==> src/rtl/bpw_pkg.sv <==
package bpw_pkg;
    parameter int DATA_W = 32;   // register width
    parameter int NID_W  = 4;    // width of the node field in the CSR

    typedef enum logic [1:0] {
        SEL_TYPE,
        SEL_CSR,
        SEL_DIAG,
        SEL_NONE
    } reg_sel_e;

    typedef struct packed {
        logic              vld;
        logic              ack;
        logic              err;
        logic [DATA_W-1:0] rdata;
    } resp_t;
endpackage

==> src/rtl/bpw_decode.sv <==
module bpw_decode #(
    parameter int ADDR_W   = 17,
    parameter int OFF_W    = 13,
    parameter int MAX_NODE = 1,
    localparam int NODE_W  = ADDR_W - OFF_W + 1
) (
    input  logic [ADDR_W-1:0]   addr,
    output logic [NODE_W-1:0]   node,
    output bpw_pkg::reg_sel_e   sel,
    output logic                hit
);
    localparam logic [OFF_W-1:0] OFF_TYPE = OFF_W'(13'h000);
    localparam logic [OFF_W-1:0] OFF_CSR  = OFF_W'(13'h004);
    localparam logic [OFF_W-1:0] OFF_DIAG = OFF_W'(13'h0F4);

    logic [OFF_W-1:0] off;

    always_comb begin
        // the window begins one slot up: slot field 0 is node 1
        node = {1'b0, addr[ADDR_W-1:OFF_W]} + NODE_W'(1);
        off  = addr[OFF_W-1:0];
        hit  = (node <= NODE_W'(MAX_NODE));
        if (off == OFF_TYPE)      sel = bpw_pkg::SEL_TYPE;
        else if (off == OFF_CSR)  sel = bpw_pkg::SEL_CSR;
        else if (off == OFF_DIAG) sel = bpw_pkg::SEL_DIAG;
        else                      sel = bpw_pkg::SEL_NONE;
    end
endmodule

==> src/rtl/bpw_csr_bank.sv <==
module bpw_csr_bank #(
    parameter int NUM    = 1,
    parameter int NODE_W = 5,
    parameter int DATA_W = 32
) (
    input  logic              clk,
    input  logic              rst_n,
    input  logic              wr_en,
    input  logic [NODE_W-1:0] node,
    input  logic [DATA_W-1:0] wdata,
    output logic [DATA_W-1:0] rd_data
);
    logic [DATA_W-1:0] csr_q [NUM];

    for (genvar g = 0; g < NUM; g++) begin : g_csr
        logic [DATA_W-1:0] csr_d;
        logic              sel_w;

        always_comb begin
            sel_w = wr_en && (node == NODE_W'(g + 1));
            csr_d = sel_w ? wdata : csr_q[g];
        end

        always_ff @(posedge clk or negedge rst_n) begin
            if (!rst_n) csr_q[g] <= '0;
            else        csr_q[g] <= csr_d;
        end
    end

    always_comb begin
        rd_data = '0;
        for (int i = 0; i < NUM; i++) begin
            if (node == NODE_W'(i + 1)) rd_data = csr_q[i];
        end
    end
endmodule

==> src/rtl/bp_node_window.sv <==
module bp_node_window #(
    parameter int                      ADDR_W    = 17,
    parameter int                      OFF_W     = 13,
    parameter int                      MAX_NODE  = 1,
    parameter logic [bpw_pkg::DATA_W-1:0] TYPE_CODE = 32'h0000_010E,
    parameter logic [bpw_pkg::DATA_W-1:0] DIAG_VAL  = 32'h0000_FFFF
) (
    input  logic                       clk,
    input  logic                       rst_n,
    input  logic                       req_valid,
    input  logic                       req_write,
    input  logic [ADDR_W-1:0]          req_addr,
    input  logic [bpw_pkg::DATA_W-1:0] req_wdata,
    output logic                       resp_valid,
    output logic                       resp_ack,
    output logic                       resp_err,
    output logic [bpw_pkg::DATA_W-1:0] resp_rdata
);
    import bpw_pkg::*;

    localparam int NODE_W = ADDR_W - OFF_W + 1;
    localparam int NUM    = (MAX_NODE < 1) ? 1 : MAX_NODE;

    logic [NODE_W-1:0] node;
    reg_sel_e          sel;
    logic              hit;
    logic              csr_we;
    logic [DATA_W-1:0] csr_rd;
    resp_t             resp_d, resp_q;

    bpw_decode #(
        .ADDR_W   (ADDR_W),
        .OFF_W    (OFF_W),
        .MAX_NODE (MAX_NODE)
    ) u_decode (
        .addr (req_addr),
        .node (node),
        .sel  (sel),
        .hit  (hit)
    );

    assign csr_we = req_valid && req_write && hit && (sel == SEL_CSR);

    bpw_csr_bank #(
        .NUM    (NUM),
        .NODE_W (NODE_W),
        .DATA_W (DATA_W)
    ) u_bank (
        .clk     (clk),
        .rst_n   (rst_n),
        .wr_en   (csr_we),
        .node    (node),
        .wdata   (req_wdata),
        .rd_data (csr_rd)
    );

    always_comb begin
        resp_d       = '0;
        resp_d.vld   = req_valid;
        resp_d.ack   = req_valid && hit;
        resp_d.err   = req_valid && !hit;
        if (req_valid && hit && !req_write) begin
            unique case (sel)
                SEL_TYPE: resp_d.rdata = (node == NODE_W'(1)) ? TYPE_CODE : '0;
                SEL_CSR:  resp_d.rdata = {csr_rd[DATA_W-1:NID_W], node[NID_W-1:0]};
                SEL_DIAG: resp_d.rdata = DIAG_VAL;
                default:  resp_d.rdata = '0;
            endcase
        end
    end

    always_ff @(posedge clk or negedge rst_n) begin
        if (!rst_n) resp_q <= '0;
        else        resp_q <= resp_d;
    end

    assign resp_valid = resp_q.vld;
    assign resp_ack   = resp_q.ack;
    assign resp_err   = resp_q.err;
    assign resp_rdata = resp_q.rdata;
endmodule

==> config.mk <==
export PLATFORM = sky130hd
export DESIGN_NAME = bp_node_window
export DESIGN_NICKNAME = d
export VERILOG_FILES = /design/src/rtl/bpw_pkg.sv /design/src/rtl/bpw_decode.sv /design/src/rtl/bpw_csr_bank.sv /design/src/rtl/bp_node_window.sv
export SDC_FILE = /design/constraint.sdc
export NUM_CORES = 1
export LEC_CHECK = 0
export BUFFER_PORTS_ARGS = -buffer_cell sky130_fd_sc_hd__buf_2
export CAP_MARGIN = 20
export CORE_MARGIN = 5
export CORE_UTILIZATION = 30
export CTS_CLUSTER_DIAMETER = 120
export DETAILED_ROUTE_END_ITERATION = 12
export MAX_ROUTING_LAYER = met4
export PLACE_DENSITY = 0.66
export SKIP_LAST_GASP = 1
export SLEW_MARGIN = 20
export SYNTH_ARGS = -nofsm -noshare
export SYNTH_HDL_FRONTEND = slang
export SYNTH_SLANG_ARGS = --single-unit
==> constraint.sdc <==
create_clock -name clk -period 0.8 [get_ports clk]
set_input_delay 0.12 -clock clk [delete_from_list [all_inputs] [get_ports clk]]
set_output_delay 0.12 -clock clk [all_outputs]
set_load 0.005 [all_outputs]
# Word-level counts from Yosys, hierarchy flattened
# Cells that the tools add are included.
# W data, S select, Z words.
[word_totals] regBits=67 in_bits=53 output_inout_bits=35 elab_cells=30
[classes] add_sub_neg=1 magnitude_cmp=1 n_eq_ne=5 n_mux=7 n_reduce_logical=11
[ops] operator="$pmux W32 S3" n=1
[ops] operator="$mux W32" n=2
[ops] operator="$eq A13 B3 Y1 const B" n=1
[ops] operator="$eq A13 B8 Y1 const B" n=1
[ops] operator="$logic_not A13 Y1" n=1
[ops] operator="$mux W9" n=1
[ops] operator="$logic_and A1 B1 Y1" n=7
[ops] operator="$add A4 B1 Y5 const B" n=1
[ops] operator="$eq A5 B1 Y1 const B" n=1
[ops] operator="$le A5 B1 Y1 const B" n=1
[ops] operator="$mux W2" n=2
[ops] operator="$eq A2 B1 Y1 const B" n=1
[ops] operator="$eq A2 B2 Y1 const B" n=1
[ops] operator="$logic_not A1 Y1" n=2
[ops] operator="$logic_not A2 Y1" n=1
[ops] operator="$mux W1" n=1

# Longest topological paths before layout
[depth] word_depth=7 ltp_mapped=7 ltp_nobuf=6

# Hierarchy
# Synthesis repeated with hierarchy kept, for this count alone.
[hier_totals] hier_cells=227 hier_area_um2=2941.6
[modules_own_cells] mod="bpw_csr_bank" n_inst=1 cells_per_inst=107 area_per_inst_um2=1594.0 seq_area_each_um2=800.8
[modules_own_cells] mod="bp_node_window" n_inst=1 cells_per_inst=97 area_per_inst_um2=1206.2 seq_area_each_um2=875.8
[modules_own_cells] mod="bpw_decode" n_inst=1 cells_per_inst=23 area_per_inst_um2=141.4 seq_area_each_um2=0.0

# Worst setup path after synthesis
# OpenSTA, ideal clock, no wires.
[synth_path] kind="input to register" start="input req_addr[13]" end="register u_bank.csr_q[12] (netlist name)" setup_time_ns=0.125 arrival_ns=1.628 t_required_ns=0.675 setup_slack_ns=-0.953 cell_stages=7 n_path_buf=1 path_cell_list="inv_1 > ha_1 > nor2b_1 > nand3_4 > nor3_4 > buf_6 > mux2_2"
[synth_between] elab_chain_len=5 elab_cells_between_ends=6 classes_between="add/sub (1); order compare (1); eq/ne (1); reduce/logical (3)"
[synth_rtl] element="from (decl)" line_no="bp_node_window.sv:12" rtl="input logic [ADDR_W-1:0] req_addr,"
[synth_rtl] element="$add A4 B1 Y5 *" line_no="bpw_decode.sv:20" rtl="node = {1'b0, addr[ADDR_W-1:OFF_W]} + NODE_W'(1);"
[synth_rtl] element="$le A5 B1 Y1" line_no="bpw_decode.sv:22" rtl="hit = (node <= NODE_W'(MAX_NODE));"
[synth_rtl] element="$logic_and A1 B1 Y1 (2 in series)" line_no="bp_node_window.sv:42" rtl="assign csr_we = req_valid && req_write && hit && (sel == SEL_CSR);"
[synth_rtl] element="$logic_and A1 B1 Y1 *" line_no="bpw_csr_bank.sv:20" rtl="sel_w = wr_en && (node == NODE_W'(g + 1));"
[synth_rtl] element="to (signal, indexed assignment)" line_no="bpw_csr_bank.sv:26" rtl="else csr_q[g] <= csr_d;"
[synth_rtl] element="to (decl)" line_no="bpw_csr_bank.sv:13" rtl="logic [DATA_W-1:0] csr_q [NUM];"
# Mark *: on every way between the ends. The rest lies on a longest branch, timed or not.
# A chain may end at the register's enable or synchronous reset.

# Worst setup path in the final report
[layout_path] start="input req_addr[8]" end="register u_bank.csr_q[4] (netlist name)"
[layout_between] elab_chain_len=7 elab_cells_between_ends=9 classes_between="eq/ne (3); mux (3); reduce/logical (3)"
[layout_rtl] element="$eq A13 B8 Y1" line_no="bpw_decode.sv:25" rtl="else if (off == OFF_DIAG) sel = bpw_pkg::SEL_DIAG;"
[layout_rtl] element="$mux W1" line_no="bpw_decode.sv:25"
[layout_rtl] element="$mux W2" line_no="bpw_decode.sv:24" rtl="else if (off == OFF_CSR) sel = bpw_pkg::SEL_CSR;"
[layout_rtl] element="$mux W2 *" line_no="bpw_decode.sv:23" rtl="if (off == OFF_TYPE) sel = bpw_pkg::SEL_TYPE;"
[layout_rtl] element="$eq A2 B1 Y1 *" line_no="bp_node_window.sv:42"
[layout_rtl] element="$logic_and A1 B1 Y1 *" line_no="bp_node_window.sv:42"
[layout_rtl] element="$logic_and A1 B1 Y1 *" line_no="bpw_csr_bank.sv:20"
# Marked as above.

==> impl_metrics.ini <==
[status]
status = complete, but fails checks
failed_checks = negative setup slack

[floorplanning]
start_util_pct = 31.1
die_w_um = 100
core_um2 = 7810
die_h_um = 100
design.die.area_um2 = 10000
num_rows = 32
io_pins = 88

[detailed_routing]
drtAntennaViolNets = 0
drt-initial-drc-count = 30
finalWirelength_mm = 6.19
dr_total_vias = 1798
viasPerCell = 4.47
drc = 0
first_pass_iters = 4
routedWlPerCell_um = 15.4

[cells_and_area]
layout_common_cells = buf_2 (76), dfrtp_1 (63), mux2_4 (21)
utilization_pct = 50.6
finalNetCount = 350
area_growth_syn_to_layout_pct = 62.7
antenna_cells = 0
fin_cells = 402
final_common_cell = buf_2
layout-drive-gt1-share_pct = 63.3

[global_routing]
grt_max_degree = 64
grt_antenna_before_repair = 0
grt_overflow = 0
first_global_vias = 1934
track_usage_pct = 13.1
grt_pass1_wl_mm = 9.71

[logic_synthesis]
synth.net_count = 219
netlist_area_um2 = 2430
yosys.area_share.simple_pct = 12.7
synth_seq_cells = 63
syn_inst = 164
yosysWarnings = 0
ys_seq_area_share_pct = 64.9
synth_top_area_share_pct = 64.9
synth_adder_area_share_pct = 1.03
synth_compound_area_share_pct = 6.23
ys_types = 30
synth_top_family_by_area = multiplexers
avgSynthCellArea_um2 = 14.8
synthTopCellsByArea = dfrtp_1 (65%), mux2_2 (12%), and2_1 (4.6%), a21o_1 (3.4%), mux2_1 (1.4%)
synth_xor_area_share_pct = 0.361
synth_mux_area_share_pct = 13.0
yosysTopAreaCell = dfrtp_1

[placement]
hpwl_mm = 3.65
port_buffers = 83
gp_congestion = 0.790
place_inst = 360
pre_cts_slack_ns = -1.12

[sta]
slew_viol_final = 0
finClkSkew_ns = 0.00853
fin_crit_sh_pct = 172
period_minus_slack_ns = 1.38
tightestPinTransition_ns = 0.332
fin_tns_setup_ns = -33.88
setup_viol = 97
rsz0062_at_grt = yes
hold_viol_final = 0
setup_slack_ns = -0.580
slew_headroom_pct = 77.9
fmax_mhz = 725

[critical_path]
crit_type = in -> reg
endpoint_kind = flip-flop
cp_common_cell = buf_6
cp_max_fo = 8
cpMaxStageDelayCell = mux2_4
critical_path.top_delay_family = simple AND/OR/NAND/NOR gates
crit_chain = buf_6, nor4_4, buf_4, nand4_1, nor3_4, buf_6, buf_12, mux2_4
worst-path-buf-inv = 4
worst_ep_arrival_time_ns = 1.58
worstPathRequired_ns = 1.00
start_kind = input pin
crit_path_max_incr_delay_ns = 0.31

[power_and_ir_drop]
p_sw_mw = 1.39
p_leak_nw = 2.10
power_frac_clock_pct = 41.6
sw_frac_of_total_pct = 21.8
p_per_area_nw_per_um2 = 1610
power_frac_comb_pct = 8.2
pwr-share-seq_pct = 50.2
power.internal_mw = 4.98
ir_worst_vdd_v = 0.000900

[clocking]
htreeDepth = 3
cts.path.max_buffers = 2
clk_pin_slew_worst_paths_ns = 0.07
root_buffer = clkbuf_8
cts_tree = yes
numClockSinks = 63
worstSkewPairLatency_ns = 0.33
cts_inserted_buffers = 9

[run]
cap_viol_max_count = 0

[worst_hold_path]
hold_path.class = in -> reg
-- layout make-up --
class | count | area [um^2]
Inverter | 2 | 10.0
Timing Repair Buffer | 124 | 958
Fill cell | 713 | 3860
Clock inverter | 4 | 45.0
Sequential cell | 63 | 1580
Multi-Input combinational cell | 95 | 1090
Clock buffer | 12 | 145
Tap cell | 102 | 128
-- cell families after synthesis --
family / after synthesis
multiplexers: 28
adder cells (fa/ha/maj): 2
AO/OA/AOI/OAI: 20
AND/OR/NAND/NOR: 43
buffers and inverters: 7
flip-flops: 63
XOR/XNOR: 1
-- final timing paths --
path | from | endpoint | slack, ns | depth (start not counted)
max in group asynchronous | rst_n | u_bank.csr_q[9] | 0.19 | 3
worst min-delay path | req_wdata[25] | u_bank.csr_q[25] | 0.02 | 2
min in group asynchronous | rst_n | resp_rdata[28] | 0.33 | 3
worst max-delay path | req_addr[8] | u_bank.csr_q[4] | -0.58 | 8
worst min register to register | u_bank.csr_q[5] | resp_rdata[5] | 0.48 | 1
worst max register to register | u_bank.csr_q[12] | u_bank.csr_q[12] | 0.02 | 1
-- Yosys cell counts (all sizes together) --
library cell  count
a21boi            4
nand3b            1
a31oi             1
and4              1
inv               2
buf               4
a2111oi           1
o21a              1
and3              1
nor3              2
nand4b            2
a21o             11
o21bai            1
ha                2
mux2             28
nor4              5
nand4             1
clkbuf            1
xnor2             1
and2             18
nand3             4
nor2              2
nor2b             3
dfrtp            63
a21oi             1
nand2             3
-- stage by stage --
step	hold slack, ns	power (mW)	cell area, um^2
2_1_floorplan	-0.176	3.33	2480
3_3_place_gp	0.155	3.61	3140
3_5_place_dp	0.162	3.62	3140
4_1_cts	0.000151	6.38	3750
5_1_grt	0.00235	6.67	3950
6_report	0.0177	6.36	3950
-- power by group through the flow --
| stage | combinational [mW] | sequential (mW) | clock, mW |
|---|---|---|---|
| after floorplan | 0.0722 | 3.26 | 0 |
| after global placement | 0.359 | 3.25 | 0 |
| after detailed placement | 0.363 | 3.25 | 0 |
| after CTS | 0.441 | 3.19 | 2.75 |
| after global routing | 0.571 | 3.19 | 2.90 |
| final | 0.521 | 3.20 | 2.65 |
-- sequential cells by signal, summed over array words and instances (netlist names) --
| name | flops |
|---|---|
| resp_err | 1 |
| resp_ack | 1 |
| resp_rdata | 32 |
| u_bank.csr_q | 28 |
| resp_valid | 1 |
-- metal layers --
metal / share of wire (%) / track usage (%) / routed length, um
met1: 41 / 15.6 / 2550
met2: 52 / 21.1 / 3210
met3: 5.3 / 4.31 / 331
met4: 1.7 / 4.04 / 104
met5: 0 / - / 0
-- what timing repair did --
item                                    CTS  global route
setup buffers                            11             8
cloned                                    3             1
hold buffers                              2             3
endpoints found under the setup margin   97            97
pin swaps                                11             8
hold endpoints to repair                 64             3
gates resized for setup                  66            15
No activity file was read; power rests on OpenSTA's default activity.
